<file path="config.mk">
export PLATFORM = sky130hd
export DESIGN_NAME = nibble_regfile
export DESIGN_NICKNAME = d
export VERILOG_FILES = /design/src/rtl/nrf_pkg.sv /design/src/rtl/nrf_ctrl.sv /design/src/rtl/nrf_datapath.sv /design/src/rtl/nibble_regfile.sv
export SDC_FILE = /design/constraint.sdc
export NUM_CORES = 1
export LEC_CHECK = 0
export ABC_AREA = 1
export ABC_CLOCK_PERIOD_IN_PS = 1900
export CORE_ASPECT_RATIO = 1.1
export CORE_UTILIZATION = 40
export CTS_CLUSTER_SIZE = 40
export DETAILED_ROUTE_END_ITERATION = 7
export GPL_TIMING_DRIVEN = 0
export PLACE_DENSITY = 0.68
export REMOVE_ABC_BUFFERS = 1
export SLEW_MARGIN = 25
export SYNTH_ARGS = -nofsm -noshare
export SYNTH_HDL_FRONTEND = slang
export SYNTH_HIERARCHICAL = 1
export SYNTH_SLANG_ARGS = --single-unit
</file>
<file path="constraint.sdc">
create_clock -name clk -period 1.9 [get_ports clk]
set_clock_uncertainty 0.15 [all_clocks]
set_input_delay 0.38 -clock clk [delete_from_list [all_inputs] [get_ports clk]]
set_output_delay 0.38 -clock clk [all_outputs]
set_load 0.05 [all_outputs]
</file>
<file path="src/rtl/nrf_pkg.sv">
`timescale 1ns/1ps
package nrf_pkg;

  // Strobes from the write control to the storage datapath.
  typedef struct packed {
    logic clrAll;    // zero every register at this edge
    logic singleGo;  // commit the single-register write
    logic pairGo;    // commit the pair write
  } nrfStrobe_t;

endpackage

</file>
<file path="src/rtl/nrf_ctrl.sv">
`timescale 1ns/1ps
// Write control: resolves clear priority and single/pair collisions
// into a compact set of strobes for the datapath.
module nrf_ctrl #(
  parameter int IDX_W = 4
) (
  input  logic                 clr,
  input  logic                 singleWe,
  input  logic                 pairWe,
  input  logic [IDX_W-1:0]     singleWrIdx,
  input  logic [IDX_W-2:0]     pairWrIdx,
  output nrf_pkg::nrfStrobe_t  strobe
);

  // The single target lies inside the pair being written when the
  // index with its lowest bit dropped equals the pair index.
  logic samePair;
  assign samePair = (singleWrIdx[IDX_W-1:1] == pairWrIdx);

  always_comb begin
    strobe.clrAll   = clr;
    strobe.pairGo   = pairWe && !clr;
    strobe.singleGo = singleWe && !clr && !(pairWe && samePair);
  end

endmodule

</file>
<file path="src/rtl/nrf_datapath.sv">
`timescale 1ns/1ps
// Storage and read muxes for the nibble register file.
module nrf_datapath #(
  parameter int NUM_REGS = 16,
  parameter int NIB_W    = 4,
  localparam int IDX_W   = $clog2(NUM_REGS),
  localparam int PAIR_W  = IDX_W - 1
) (
  input  logic                 clk,
  input  logic                 rstN,
  input  nrf_pkg::nrfStrobe_t  strobe,
  input  logic [IDX_W-1:0]     singleWrIdx,
  input  logic [NIB_W-1:0]     singleWrData,
  input  logic [PAIR_W-1:0]    pairWrIdx,
  input  logic [2*NIB_W-1:0]   pairWrData,
  input  logic [IDX_W-1:0]     singleRdIdx,
  input  logic [PAIR_W-1:0]    pairRdIdx,
  output logic [NIB_W-1:0]     singleRdData,
  output logic [2*NIB_W-1:0]   pairRdData
);

  localparam int FLAT_W = NUM_REGS * NIB_W;

  logic [NUM_REGS-1:0][NIB_W-1:0] regFile;
  logic [FLAT_W-1:0]              regFlat;

  logic [NIB_W-1:0] pairHi;
  logic [NIB_W-1:0] pairLo;
  assign pairHi = pairWrData[2*NIB_W-1:NIB_W];
  assign pairLo = pairWrData[NIB_W-1:0];

  // The pair write is issued last, so on a shared target it is the one kept.
  always_ff @(posedge clk or negedge rstN) begin
    if (!rstN) begin
      regFile <= '0;
    end else if (strobe.clrAll) begin
      regFile <= '0;
    end else begin
      if (strobe.singleGo) regFile[singleWrIdx] <= singleWrData;
      if (strobe.pairGo) begin
        regFile[{pairWrIdx, 1'b0}] <= pairHi;
        regFile[{pairWrIdx, 1'b1}] <= pairLo;
      end
    end
  end

  generate
    for (genvar gi = 0; gi < NUM_REGS; gi++) begin : g_flat
      assign regFlat[gi*NIB_W +: NIB_W] = regFile[gi];
    end
  endgenerate

  assign singleRdData = regFile[singleRdIdx];
  assign pairRdData   = {regFile[{pairRdIdx, 1'b0}], regFile[{pairRdIdx, 1'b1}]};

  // a clear edge leaves nothing but zeros, even with writes pending.
  p_clear_zero_r1: assert property (@(posedge clk) disable iff (!rstN)
    strobe.clrAll |=> (regFlat == '0));

  p_single_store_r2: assert property (@(posedge clk) disable iff (!rstN)
    strobe.singleGo |=> (regFile[$past(singleWrIdx)] == $past(singleWrData)));

  p_pair_even_r3: assert property (@(posedge clk) disable iff (!rstN)
    strobe.pairGo |=> (regFile[{$past(pairWrIdx), 1'b0}] == $past(pairHi)));

  p_pair_odd_r4: assert property (@(posedge clk) disable iff (!rstN)
    strobe.pairGo |=> (regFile[{$past(pairWrIdx), 1'b1}] == $past(pairLo)));

  p_idle_hold_r9: assert property (@(posedge clk) disable iff (!rstN)
    !(strobe.clrAll || strobe.singleGo || strobe.pairGo) |=> $stable(regFlat));

endmodule

</file>
<file path="src/rtl/nibble_regfile.sv">
`timescale 1ns/1ps
// Thin top: sixteen nibble registers with single and pair views.
module nibble_regfile #(
  parameter int NUM_REGS = 16,
  parameter int NIB_W    = 4,
  localparam int IDX_W   = $clog2(NUM_REGS),
  localparam int PAIR_W  = IDX_W - 1
) (
  input  logic               clk,
  input  logic               rstN,
  input  logic               clr,
  input  logic               singleWe,
  input  logic [IDX_W-1:0]   singleWrIdx,
  input  logic [NIB_W-1:0]   singleWrData,
  input  logic               pairWe,
  input  logic [PAIR_W-1:0]  pairWrIdx,
  input  logic [2*NIB_W-1:0] pairWrData,
  input  logic [IDX_W-1:0]   singleRdIdx,
  output logic [NIB_W-1:0]   singleRdData,
  input  logic [PAIR_W-1:0]  pairRdIdx,
  output logic [2*NIB_W-1:0] pairRdData
);

  nrf_pkg::nrfStrobe_t strobe;

  nrf_ctrl #(.IDX_W(IDX_W)) u_ctrl (
    .clr         (clr),
    .singleWe    (singleWe),
    .pairWe      (pairWe),
    .singleWrIdx (singleWrIdx),
    .pairWrIdx   (pairWrIdx),
    .strobe      (strobe)
  );

  nrf_datapath #(.NUM_REGS(NUM_REGS), .NIB_W(NIB_W)) u_dp (
    .clk          (clk),
    .rstN         (rstN),
    .strobe       (strobe),
    .singleWrIdx  (singleWrIdx),
    .singleWrData (singleWrData),
    .pairWrIdx    (pairWrIdx),
    .pairWrData   (pairWrData),
    .singleRdIdx  (singleRdIdx),
    .pairRdIdx    (pairRdIdx),
    .singleRdData (singleRdData),
    .pairRdData   (pairRdData)
  );

endmodule

</file>
==> results.yml <==
critical_path:
  r2r_end: "u_dp/regFile[60]"
  crit_path_max_incr_delay_ns: 0.37
  crit_cells: 7
  worstPathMaxFanout: 2
  timing.rr.start: "u_dp/regFile[60]"
  cp_top_family: "flip-flops"
  reg2reg_slack_ns: 0.85
  crit_type: "reg2out"
  worstPathBufferInverterCount: 2
  ff2ff_path_depth: 5
  setup.worst_path.start: "u_dp/regFile[20]"
  required_ns: 1.37
  endpoint: "pairRdData[0]"
  cp_slowest_cell: "dfrtp_1"
  cp_data_arrival_time_ns: 1.45
  cp-end-kind: "output port"
  start_kind: "register"
  worstPathCellList: "inv_2 -> nor2_1 -> a21oi_1 -> o21ai_1 -> nand2_1 -> nand2_2 -> buf_8"
place:
  globalplace.congestion: 0.904
  numPortBuffers: 42
  dp.cells: 1091
  hpwl_mm: 12.1
grt:
  grt_usage_pct: 27.7
  gr-total-overflow: 0
  grt_pass1_vias: 5265
  gr-usage-met1_pct: 38.0
  antenna_found_initial: 0
  grt_use_met3_pct: 6.52
  grt_max_degree: 47
  use_met2_pct: 41.2
  top_usage_layer: "met2"
  grt_pass1_wl_mm: 28.7
route:
  drc: 5
  wirelength_mm: 18.8
  drt-initial-drc-count: 588
  via_count: 6072
  dr.pass1.iters: 8
  ant_nets: 0
  wire_per_inst_um: 16.4
  avgViaCountPerCell: 5.32
logic_synthesis:
  ys_dominant_reg_cell: "dfrtp_1"
  synth.distinct_cells: 16
  yosys-top-cells-area: "dfrtp_1, nand2_1, nand3_1"
  synth_edf_count: 0
  synthArstFlopShare_pct: 100
  syn-cell-area_um2: 5310
  syn_area_per_cell_um2: 5.65
  ys_seq_elements: 64
  yosysSeqAreaShare_pct: 30.1
  ys_warn_count: 6
  syn_inst: 941
  yosys.area.top_type: "dfrtp_1"
  synth_top_area_share_pct: 30.1
layout:
  largest_reg_flops: 64
  layout.nets: 1011
  syn_to_final_growth_pct: 28.1
  instances_no_fill: 1142
  multi_input_area_um2: 3030
  layout-drive-gt1-share_pct: 20.4
  regArea_um2: 1600
  top_register: "u_dp/regFile"
  top_regs: "u_dp/regFile: 64 flops"
  antennaDiodeCount: 0
  nFillCells: 1308
power_and_ir_drop:
  power_per_cell_area_nw_per_um2: 579
  power_leakage_nw: 3.92
  peakVddDrop_uv: 308
cts:
  clk_pin_slew_ns: 0.07
  h-tree-depth: 3
  clock_path_buffers: 2
  root_buffer: "clkbuf_16"
  cts_buffers: 9
  clk_latency_ns: 0.33
  cts_tree: "built"
  clock-sinks: 64
die:
  coreArea_um2: 12800
  num_rows: 43
  io_pins: 43
  die_y_um: 123
  dieArea_um2: 13800
  start_util_pct: 41.5
  die_w_um: 112
timing:
  worst_pin_slew_ns: 1.04
  fin_ws_ns: -0.0795
  maxSlewHeadroom_pct: 30.3
  tns_ns: -0.377
  finalSetupViolCount: 11
  maxSlewViolCount: 0
  finalCritPeriodShare_pct: 104
  period_needed_ns: 1.98
  rsz0062_at_grt: "true"
  final-hold-violation-count: 0
  max_freq_mhz: 505
run_status:
  violations: "DRC, setup timing"
  status: "complete, but fails checks"
run:
  max-cap-violations: 0
hold_path:
  holdCritPathClass: "in2async"
==> routing by layer <==
metal | vias up | share of wire [%]
li1 | 2938 | -
met1 | 2725 | 41
met2 | 360 | 44
met3 | 49 | 12
met4 | 0 | 3.7
met5 | - | 0
==> repair_timing <==
action                                  CTS  global route
endpoints found under the setup margin   76            76
gates cloned                              4             0
setup buffers                            16            14
endpoints found under the hold margin    18             0
resized for setup                       215            98
pin swaps                                24            38
hold buffers                              1             0
==> area by class of cell <==
type,instances,share of cell area (%)
timing repair buffer,78,12.9
clock inverter,6,0.662
tap,157,2.88
multi-input combinational,612,44.5
timing repair inverter,1,0.110
inverter,214,12.1
sequential,64,23.5
clock buffer,10,3.36
==> metrics by stage <==
stage	cell area (um2)	setup slack [ns]	total power (W)	utilization, %	hold slack, ns
after floorplan	5070	-0.380	0.00184	-	-0.0656
after global placement	5690	-2.52	0.00219	44.4	0.398
after detailed placement	5750	-1.80	0.00221	44.9	0.140
after CTS	6450	-0.0385	0.00387	50.4	0.335
after global routing	6810	-0.141	0.00409	53.2	0.359
final	6810	-0.0795	0.00394	53.2	0.322
==> worst min path at each step <==
stage                                 from                to  slack, ns  cells after the start
final                                 rstN  u_dp/regFile[34]       0.32                      2
after detailed placement              rstN  u_dp/regFile[40]       0.14                      1
after floorplan                       rstN   u_dp/regFile[0]      -0.07                      0
after CTS                             rstN  u_dp/regFile[40]       0.34                      2
after global routing                  rstN  u_dp/regFile[40]       0.36                      2
after global placement    u_dp/regFile[19]  u_dp/regFile[19]       0.40                      4
==> synth_stat cells, types with 4 or more instances <==
cell	count
nor2_1	43
nand2_1	285
nand3_1	164
a21oi_1	35
inv_1	210
inv_2	4
o21ai_0	76
dfrtp_1	64
clkbuf_1	23
buf_2	25
==> cells in the final DEF (no fill, tap or decap), types with 5 or more instances in the layout <==
cell / count
nand3_2: 24
dfrtp_1: 63
buf_4: 25
a21oi_1: 27
nor2_1: 30
a21oi_2: 9
nand2_1: 256
clkbuf_16: 9
nor2_4: 9
nor2_2: 8
inv_1: 174
buf_8: 13
nand3_1: 139
clkinvlp_4: 8
nand2_2: 23
buf_6: 8
o21ai_0: 53
clkdlybuf4s50_1: 11
o21ai_1: 23
clkbuf_2: 6
nand2_4: 5
inv_2: 35
==> logic make-up (layout without fill, tap and decap cells) <==
kind of cell / Yosys count / count (layout) / synth area share (%)
simple gates: 499 / 500 / 39.5
flops: 64 / 64 / 30.1
buf+inv: 266 / 309 / 19.7
compound gates: 112 / 112 / 10.6
==> report_power, final <==
| part | switching, W | internal (W) | total (W) | leakage, nW |
|---|---|---|---|---|
| Sequential | 0.0000323 | 0.00140 | 0.00143 | 0.884 |
| Combinational | 0.000615 | 0.000331 | 0.000946 | 2.91 |
| Clock | 0.000675 | 0.000888 | 0.00156 | 0.125 |
Note: power is estimated with default switching activity, not from simulation.
